`config.mk`:
```
export PLATFORM = sky130hd
export DESIGN_NAME = boot_mode_detect
export DESIGN_NICKNAME = d
export VERILOG_FILES = /design/src/rtl/boot_mode_pkg.sv /design/src/rtl/bm_mc_divider.sv /design/src/rtl/bm_pin_sync.sv /design/src/rtl/bm_entry_fsm.sv /design/src/rtl/boot_mode_detect.sv
export SDC_FILE = /design/constraint.sdc
export NUM_CORES = 1
export LEC_CHECK = 0
export CAP_MARGIN = 20
export CORE_MARGIN = 5
export CORE_UTILIZATION = 53
export CTS_BUF_LIST = sky130_fd_sc_hd__clkbuf_16
export DETAILED_ROUTE_END_ITERATION = 10
export PLACE_DENSITY = 0.71
export SKIP_LAST_GASP = 1
export SLEW_MARGIN = 40
export SYNTH_ARGS = -nofsm -noshare
export SYNTH_HDL_FRONTEND = slang
export SYNTH_SLANG_ARGS = --single-unit
```
`constraint.sdc`:
```
create_clock -name clk -period 1.6 [get_ports clk]
set_input_delay 0.24 -clock clk [delete_from_list [all_inputs] [get_ports clk]]
set_output_delay 0.24 -clock clk [all_outputs]
set_load 0.1 [all_outputs]
```
`src/rtl/boot_mode_pkg.sv`:
```
package boot_mode_pkg;

  typedef enum logic {
    ST_RUN  = 1'b0,
    ST_HELD = 1'b1
  } hold_state_e;

  function automatic int unsigned cnt_w(input int unsigned n);
    return (n < 2) ? 1 : $clog2(n);
  endfunction

endpackage

```
`src/rtl/bm_mc_divider.sv`:
```
module bm_mc_divider #(
  parameter int unsigned CLKS_PER_MC = 12
) (
  input  logic clk,
  input  logic arst_n,
  output logic tick
);
  localparam int unsigned CW = boot_mode_pkg::cnt_w(CLKS_PER_MC);
  localparam logic [CW-1:0] LAST = CW'(CLKS_PER_MC - 1);

  logic [CW-1:0] cnt;

  always_ff @(posedge clk or negedge arst_n) begin
    if (!arst_n)          cnt <= '0;
    else if (cnt == LAST) cnt <= '0;
    else                  cnt <= cnt + 1'b1;
  end

  assign tick = (cnt == LAST);
endmodule

```
`src/rtl/bm_pin_sync.sv`:
```
module bm_pin_sync #(
  parameter int unsigned     WIDTH  = 1,
  parameter int unsigned     STAGES = 2,
  parameter logic [WIDTH-1:0] INIT  = '0
) (
  input  logic             clk,
  input  logic             arst_n,
  input  logic [WIDTH-1:0] d,
  output logic [WIDTH-1:0] q
);
  for (genvar s = 0; s < STAGES; s++) begin : g_stage
    logic [WIDTH-1:0] r;
    if (s == 0) begin : g_first
      always_ff @(posedge clk or negedge arst_n) begin
        if (!arst_n) r <= INIT;
        else         r <= d;
      end
    end else begin : g_next
      always_ff @(posedge clk or negedge arst_n) begin
        if (!arst_n) r <= INIT;
        else         r <= g_stage[s-1].r;
      end
    end
  end

  assign q = g_stage[STAGES-1].r;
endmodule

```
`src/rtl/bm_entry_fsm.sv`:
```
module bm_entry_fsm
  import boot_mode_pkg::*;
#(
  parameter int unsigned RST_QUAL_MC = 2,
  parameter int unsigned HOLD_MC     = 10
) (
  input  logic clk,
  input  logic arst_n,
  input  logic tick,
  input  logic rst_s,
  input  logic strb_s,
  output logic core_rst,
  output logic host_mode,
  output logic mode_valid
);
  localparam int unsigned SAT = (HOLD_MC > RST_QUAL_MC) ? HOLD_MC : RST_QUAL_MC;
  localparam int unsigned HW  = cnt_w(SAT + 1);
  localparam logic [HW-1:0] SAT_V   = HW'(SAT);
  localparam logic [HW-1:0] QUAL_V  = HW'(RST_QUAL_MC - 1);
  localparam logic [HW-1:0] HOLD_V  = HW'(HOLD_MC);

  hold_state_e state;
  logic [HW-1:0] hi_cnt;     // consecutive high reset samples before this one
  logic          strb_prev;
  logic          pend;
  logic          edge_seen;
  logic          hold_met;
  logic          qual_met;

  assign edge_seen = strb_prev & ~strb_s;
  assign hold_met  = (hi_cnt >= HOLD_V);
  assign qual_met  = (hi_cnt >= QUAL_V);

  always_ff @(posedge clk or negedge arst_n) begin
    if (!arst_n) begin
      state      <= ST_RUN;
      hi_cnt     <= '0;
      strb_prev  <= 1'b1;
      pend       <= 1'b0;
      host_mode  <= 1'b0;
      mode_valid <= 1'b0;
    end else begin
      mode_valid <= 1'b0;
      if (tick) begin
        strb_prev <= strb_s;
        if (rst_s) begin
          if (hi_cnt != SAT_V) hi_cnt <= hi_cnt + 1'b1;
          if (qual_met)        state  <= ST_HELD;
          if (edge_seen && hold_met) pend <= 1'b1;
        end else begin
          hi_cnt <= '0;
          pend   <= 1'b0;
          if (state == ST_HELD) begin
            state      <= ST_RUN;
            host_mode  <= pend;
            mode_valid <= 1'b1;
          end
        end
      end
    end
  end

  assign core_rst = (state == ST_HELD);
endmodule

```
`src/rtl/boot_mode_detect.sv`:
```
module boot_mode_detect #(
  parameter int unsigned CLKS_PER_MC = 12,
  parameter int unsigned SYNC_STAGES = 2,
  parameter int unsigned RST_QUAL_MC = 2,
  parameter int unsigned HOLD_MC     = 10
) (
  input  logic clk,
  input  logic arst_n,
  input  logic rst_pin,
  input  logic prog_strobe_n,
  output logic core_rst,
  output logic host_mode,
  output logic mode_valid
);
  logic       mc_tick;
  logic [1:0] pins_q;
  logic       rst_q;
  logic       strb_q;

  bm_mc_divider #(.CLKS_PER_MC(CLKS_PER_MC)) u_div (
    .clk    (clk),
    .arst_n (arst_n),
    .tick   (mc_tick)
  );

  bm_pin_sync #(.WIDTH(2), .STAGES(SYNC_STAGES), .INIT(2'b10)) u_sync (
    .clk    (clk),
    .arst_n (arst_n),
    .d      ({prog_strobe_n, rst_pin}),
    .q      (pins_q)
  );

  assign rst_q  = pins_q[0];
  assign strb_q = pins_q[1];

  bm_entry_fsm #(.RST_QUAL_MC(RST_QUAL_MC), .HOLD_MC(HOLD_MC)) u_fsm (
    .clk        (clk),
    .arst_n     (arst_n),
    .tick       (mc_tick),
    .rst_s      (rst_q),
    .strb_s     (strb_q),
    .core_rst   (core_rst),
    .host_mode  (host_mode),
    .mode_valid (mode_valid)
  );
endmodule

```
; Word level (Yosys, flattened, before mapping)
; Index checks and enable logic that the tools add are counted.
[totals]
out_inout_bits = 3
regBits = 17
word_cells = 36
input_bits = 4
[op_classes]
eq_ne = 5
n_lt_le_gt_ge = 2
addsub = 2
n_mux = 10
reduce_logical = 5
bitwise_logic = 3
[op_table]
columns = op, count
row1 = $mux W4, 3
row2 = $add A4 B1 Y4 const B, 2
row3 = $mux W1, 7
row4 = $ne A2 B1 Y1 const B, 3
row5 = $reduce_and A2 Y1, 3
row6 = $eq A4 B4 Y1 const B, 1
row7 = $ge A4 B1 Y1 const B, 1
row8 = $ge A4 B4 Y1 const B, 1
row9 = $ne A4 B4 Y1 const B, 1
row10 = $reduce_and A3 Y1, 1
row11 = $not A1 Y1, 2
row12 = $and A1 B1 Y1, 1
row13 = $logic_and A1 B1 Y1, 1

; Depth between registers and ports, before layout
[depth]
depth_word = 5
ltp_mapped = 5
depth_no_buf = 5

; By module
; From an unflattened synthesis, not the netlist that was laid out.
[hier_totals]
cells_unflattened = 61
hier_area_um2 = 763.2
[modules_own_cells]
columns = mod, cells_per_inst, area_per_inst_um2, instances, seq_area_each_um2
row1 = bm_entry_fsm, 43, 486.7, 1, 226.5
row2 = bm_mc_divider, 14, 173.9, 1, 100.1
row3 = bm_pin_sync, 4, 102.6, 1, 102.6

; Least setup slack after synthesis
; No wires, ideal clock.
[synth_timing]
path_kind = register to register
start = register u_fsm.state, in the netlist u_fsm.core_rst
end = register u_fsm.host_mode
slack_ns = -0.017
period_less_slack_ns = 1.617
t_arrival_ns = 1.491
n_path_buf = 0
setup_time_ns = 0.126
stages_incl_launch_ff = 3
t_required_ns = 1.474
cell_sequence = dfrtp_1 and2_4 mux2_4
[synth_between]
elab_chain_len = 1
[synth_lines]
columns = element, line_no
row1 = from (decl), bm_entry_fsm.sv:22  ; hold_state_e state;
row2 = from (signal assigned), bm_entry_fsm.sv:36  ; state <= ST_RUN;
row3 = from (signal assigned), bm_entry_fsm.sv:48  ; if (qual_met) state <= ST_HELD;
row4 = from (signal assigned), bm_entry_fsm.sv:54  ; state <= ST_RUN;
row5 = $reduce_and A3 Y1 (no source line), n/a
row6 = to (signal assigned), bm_entry_fsm.sv:55  ; host_mode <= pend;
row7 = to (decl), bm_entry_fsm.sv:13  ; output logic host_mode,
; No other way between the ends.
; A chain may end at the register's enable or synchronous reset.

; Final worst setup path
[layout_timing]
start = register u_div.cnt[0]
end = register u_fsm.host_mode
[layout_between]
elab_chain_len = 2
[layout_lines]
columns = element, line_no
row1 = from (decl), bm_mc_divider.sv:11  ; logic [CW-1:0] cnt;
row2 = from (signal assigned), bm_mc_divider.sv:16  ; else cnt <= cnt + 1'b1;
row3 = $eq A4 B4 Y1, bm_mc_divider.sv:19  ; assign tick = (cnt == LAST);
row4 = $reduce_and A3 Y1 (no source line), n/a
; No other way between the ends.

==> summary.txt <==
Placement
  • RD Place Congestion: ~0.76
  • Placed Instances: between 80 and 90
  • Number of port buffers: 6
  • Detail Placement HPWL: around 940 um
  • Pre-CTS setup slack: between 100 and 150 ps

Synth
  • Post-synth EDFFs: 0
  • Syn Std Cell Area: 759 sq um
  • Post-synth ARST share: 1.00
  • Sequential fraction of the synthesis area: 0.565
  • Syn. warnings: 0
  • Synth unique cells: 28
  • Synthesis-stage register bit count: 17
  • Syn avg cell area: approximately 12 sq um
  • Top FF cell, synth: dfrtp_1
  • Post-synthesis instance total: between 60 and 70
  • Synthesized Nets: around 70

Layout
  • Number of cells in the finished layout apart from fillers: 91
  • Layout Area Growth over Synthesis: 27.8%
  • Ant diodes: 0
  • Final nets: 86
  • Commonest non-fill, non-tap cell in the layout: dfrtp_1
  • Commonest cells after routing, fill and taps aside: dfrtp_1 (13), nand2_1 (7), ha_1 (5)
  • Fillcell total: 96
  • Layout cells sized above 1: 0.224
  • Final core utilization: 0.728

Clock tree
  • Hold_buf cts: 0
  • Clk_lat worst skew: 250 ps
  • CTS tree: done
  • Post-CTS setup buffer count: 0
  • Clk buf depth: 2
  • Resized Gates After CTS: 0
  • CTS Buf Count: 3
  • CTS root buf: clkbuf_16
  • Clock Sinks: 17
  • Clock transition at path regs: ~50 ps
  • H-tree levels: 1

Timing
  • Slew Limit Fails: 0
  • RSZ-0062 raised after global routing: false
  • Period utilization: 0.929
  • Fin. Hold Viols: 0
  • Fin crit period: 1490 ps
  • PnR worst setup slack: between 100 and 150 ps
  • Max Fclk: just under 700 MHz
  • Relative slew slack: 0.792
  • Setup TNS: 0 ps
  • Worst-Margin Slew: approximately 310 ps
  • Setup skew after layout: around 0.90 ps
  • Final setup vio count: 0

Setup path
  • Setup crit start kind: flip-flop
  • Crit end category: flip-flop
  • Max FO, Critical Path: 5
  • CP Data Arrival Time: around 1600 ps
  • CP Data Required Time: ~1700 ps
  • Kind of critical path: reg2reg

Floorplan
  • Starting Density: 0.569
  • # rows: 13
  • Die Height: between 40 and 50 um
  • Core area: between 1000 and 1500 sq um
  • Die width: 47.9 um
  • DIE AREA: ~2300 sq um
  • Io pins: 7

Routing
  • Drt wl/cell: 15.9 um
  • Final wirelength: ~1.4 mm
  • Vias after detailed routing: 540
  • Drt pass-1 iters: 4
  • Vias per inst: between 5 and 6
  • Remaining antenna violation count after routing: 0
  • Initial DRC Count: 16
  • Final routed DRC violation total: 0

Power and ir drop
  • Peak VDD IR: roughly 1000 uV
  • PD cells: roughly 1100 nW/um^2
  • Leak: around 0.46 nW

Global route
  • Vias in the first global route: roughly 530
  • Initial antenna violation count: 0
  • Largest net degree at the start of global routing: 18
  • Gr usage total: 0.160
  • GR Overflow Total: 0
  • First-pass GRT wire length: 2.44 mm

Run status
  • Run status: completed

Job
  • Max-Cap Viols: 0

Min path
  • Min-delay worst type: in2async
==> metrics by stage <==
step	instance area (sq um)	power (W)	hold WS (ps)
3_5_place_dp	892	0.000547	345
6_report	971	0.00104	318
3_3_place_gp	892	0.000545	342
5_1_grt	971	0.00108	347
2_1_floorplan	761	0.000504	-55.6
4_1_cts	971	0.00104	327
==> worst max-delay path, stage by stage (launching register included) <==
cell and delay [ps]:
dfrtp_1 390, ha_1 270, and4bb_1 250, and2_4 170, mux2_4 290
==> layer usage <==
metal,GRT usage,routed length [um]
met3,0.0338,67
met2,0.248,680
met5,0,0
met1,0.203,670
met4,0.0968,29
==> final timing paths <==
check                                                 start                          endpoint  slack [ps]  cells after the start
max                                  u_div.cnt[0]$_DFF_PN0_       u_fsm.host_mode$_DFFE_PN0P_         110                      4
min                                                  arst_n       u_fsm.hi_cnt[0]$_DFFE_PN0P_         320                      2
max reg2reg                          u_div.cnt[0]$_DFF_PN0_       u_fsm.host_mode$_DFFE_PN0P_         110                      4
min reg2reg                u_sync.g_stage[0].r[0]$_DFF_PN0_             u_sync.q[0]$_DFF_PN0_         350                      0
max in group asynchronous                            arst_n  u_sync.g_stage[0].r[1]$_DFF_PN1_        1030                      2
min in group clk           u_sync.g_stage[0].r[0]$_DFF_PN0_             u_sync.q[0]$_DFF_PN0_         350                      0
==> cells in the mapped netlist (all sizes together) (2+ instances only) <==
master / n / share of area
ha: 5 / 0.082
mux2: 2 / 0.035
and2: 2 / 0.020
nor2: 4 / 0.020
and3b: 3 / 0.035
inv: 3 / 0.015
dfstp: 3 / 0.10
dfrtp: 14 / 0.46
nand2: 7 / 0.035
nand3b: 2 / 0.020
nand3: 3 / 0.020
==> power by group <==
part	switching (W)	internal, W	total, W
Clock	0.000164	0.000332	0.000496
Sequential	0.0000123	0.000447	0.000460
Combinational	0.0000450	0.0000352	0.0000802
==> flip-flops by register name (all words and copies together) (netlist names) <==
signal,cells
u_sync.q,2
u_fsm.core_rst,1
u_sync.g_stage.r,2
u_fsm.mode_valid,1
u_fsm.strb_prev,1
u_fsm.host_mode,1
u_fsm.hi_cnt,4
u_fsm.pend,1
u_div.cnt,4
==> final cells by class <==
cell class / instances / area [sq um] / share of cell area
Clock inverter: 1 / 3.75 / 0.00387
Clock buffer: 3 / 75.1 / 0.0773
Tap cell: 15 / 18.8 / 0.0193
Timing Repair Buffer: 9 / 113 / 0.116
Sequential cell: 17 / 430 / 0.443
Multi-Input combinational cell: 43 / 319 / 0.329
Inverter: 3 / 11.3 / 0.0116
==> cells by family (layout without fill, tap and decap cells) <==
family | Yosys count | after routing | share of synthesized area
compound gates | 9 | 9 | 0.0873
simple gates | 26 | 26 | 0.204
fa+ha+maj | 5 | 5 | 0.0824
xor+xnor | 1 | 1 | 0.0115
flops | 17 | 17 | 0.565
mux | 2 | 2 | 0.0346
buf+inv | 3 | 16 | 0.0148
No activity file was read; power rests on OpenSTA's default activity.
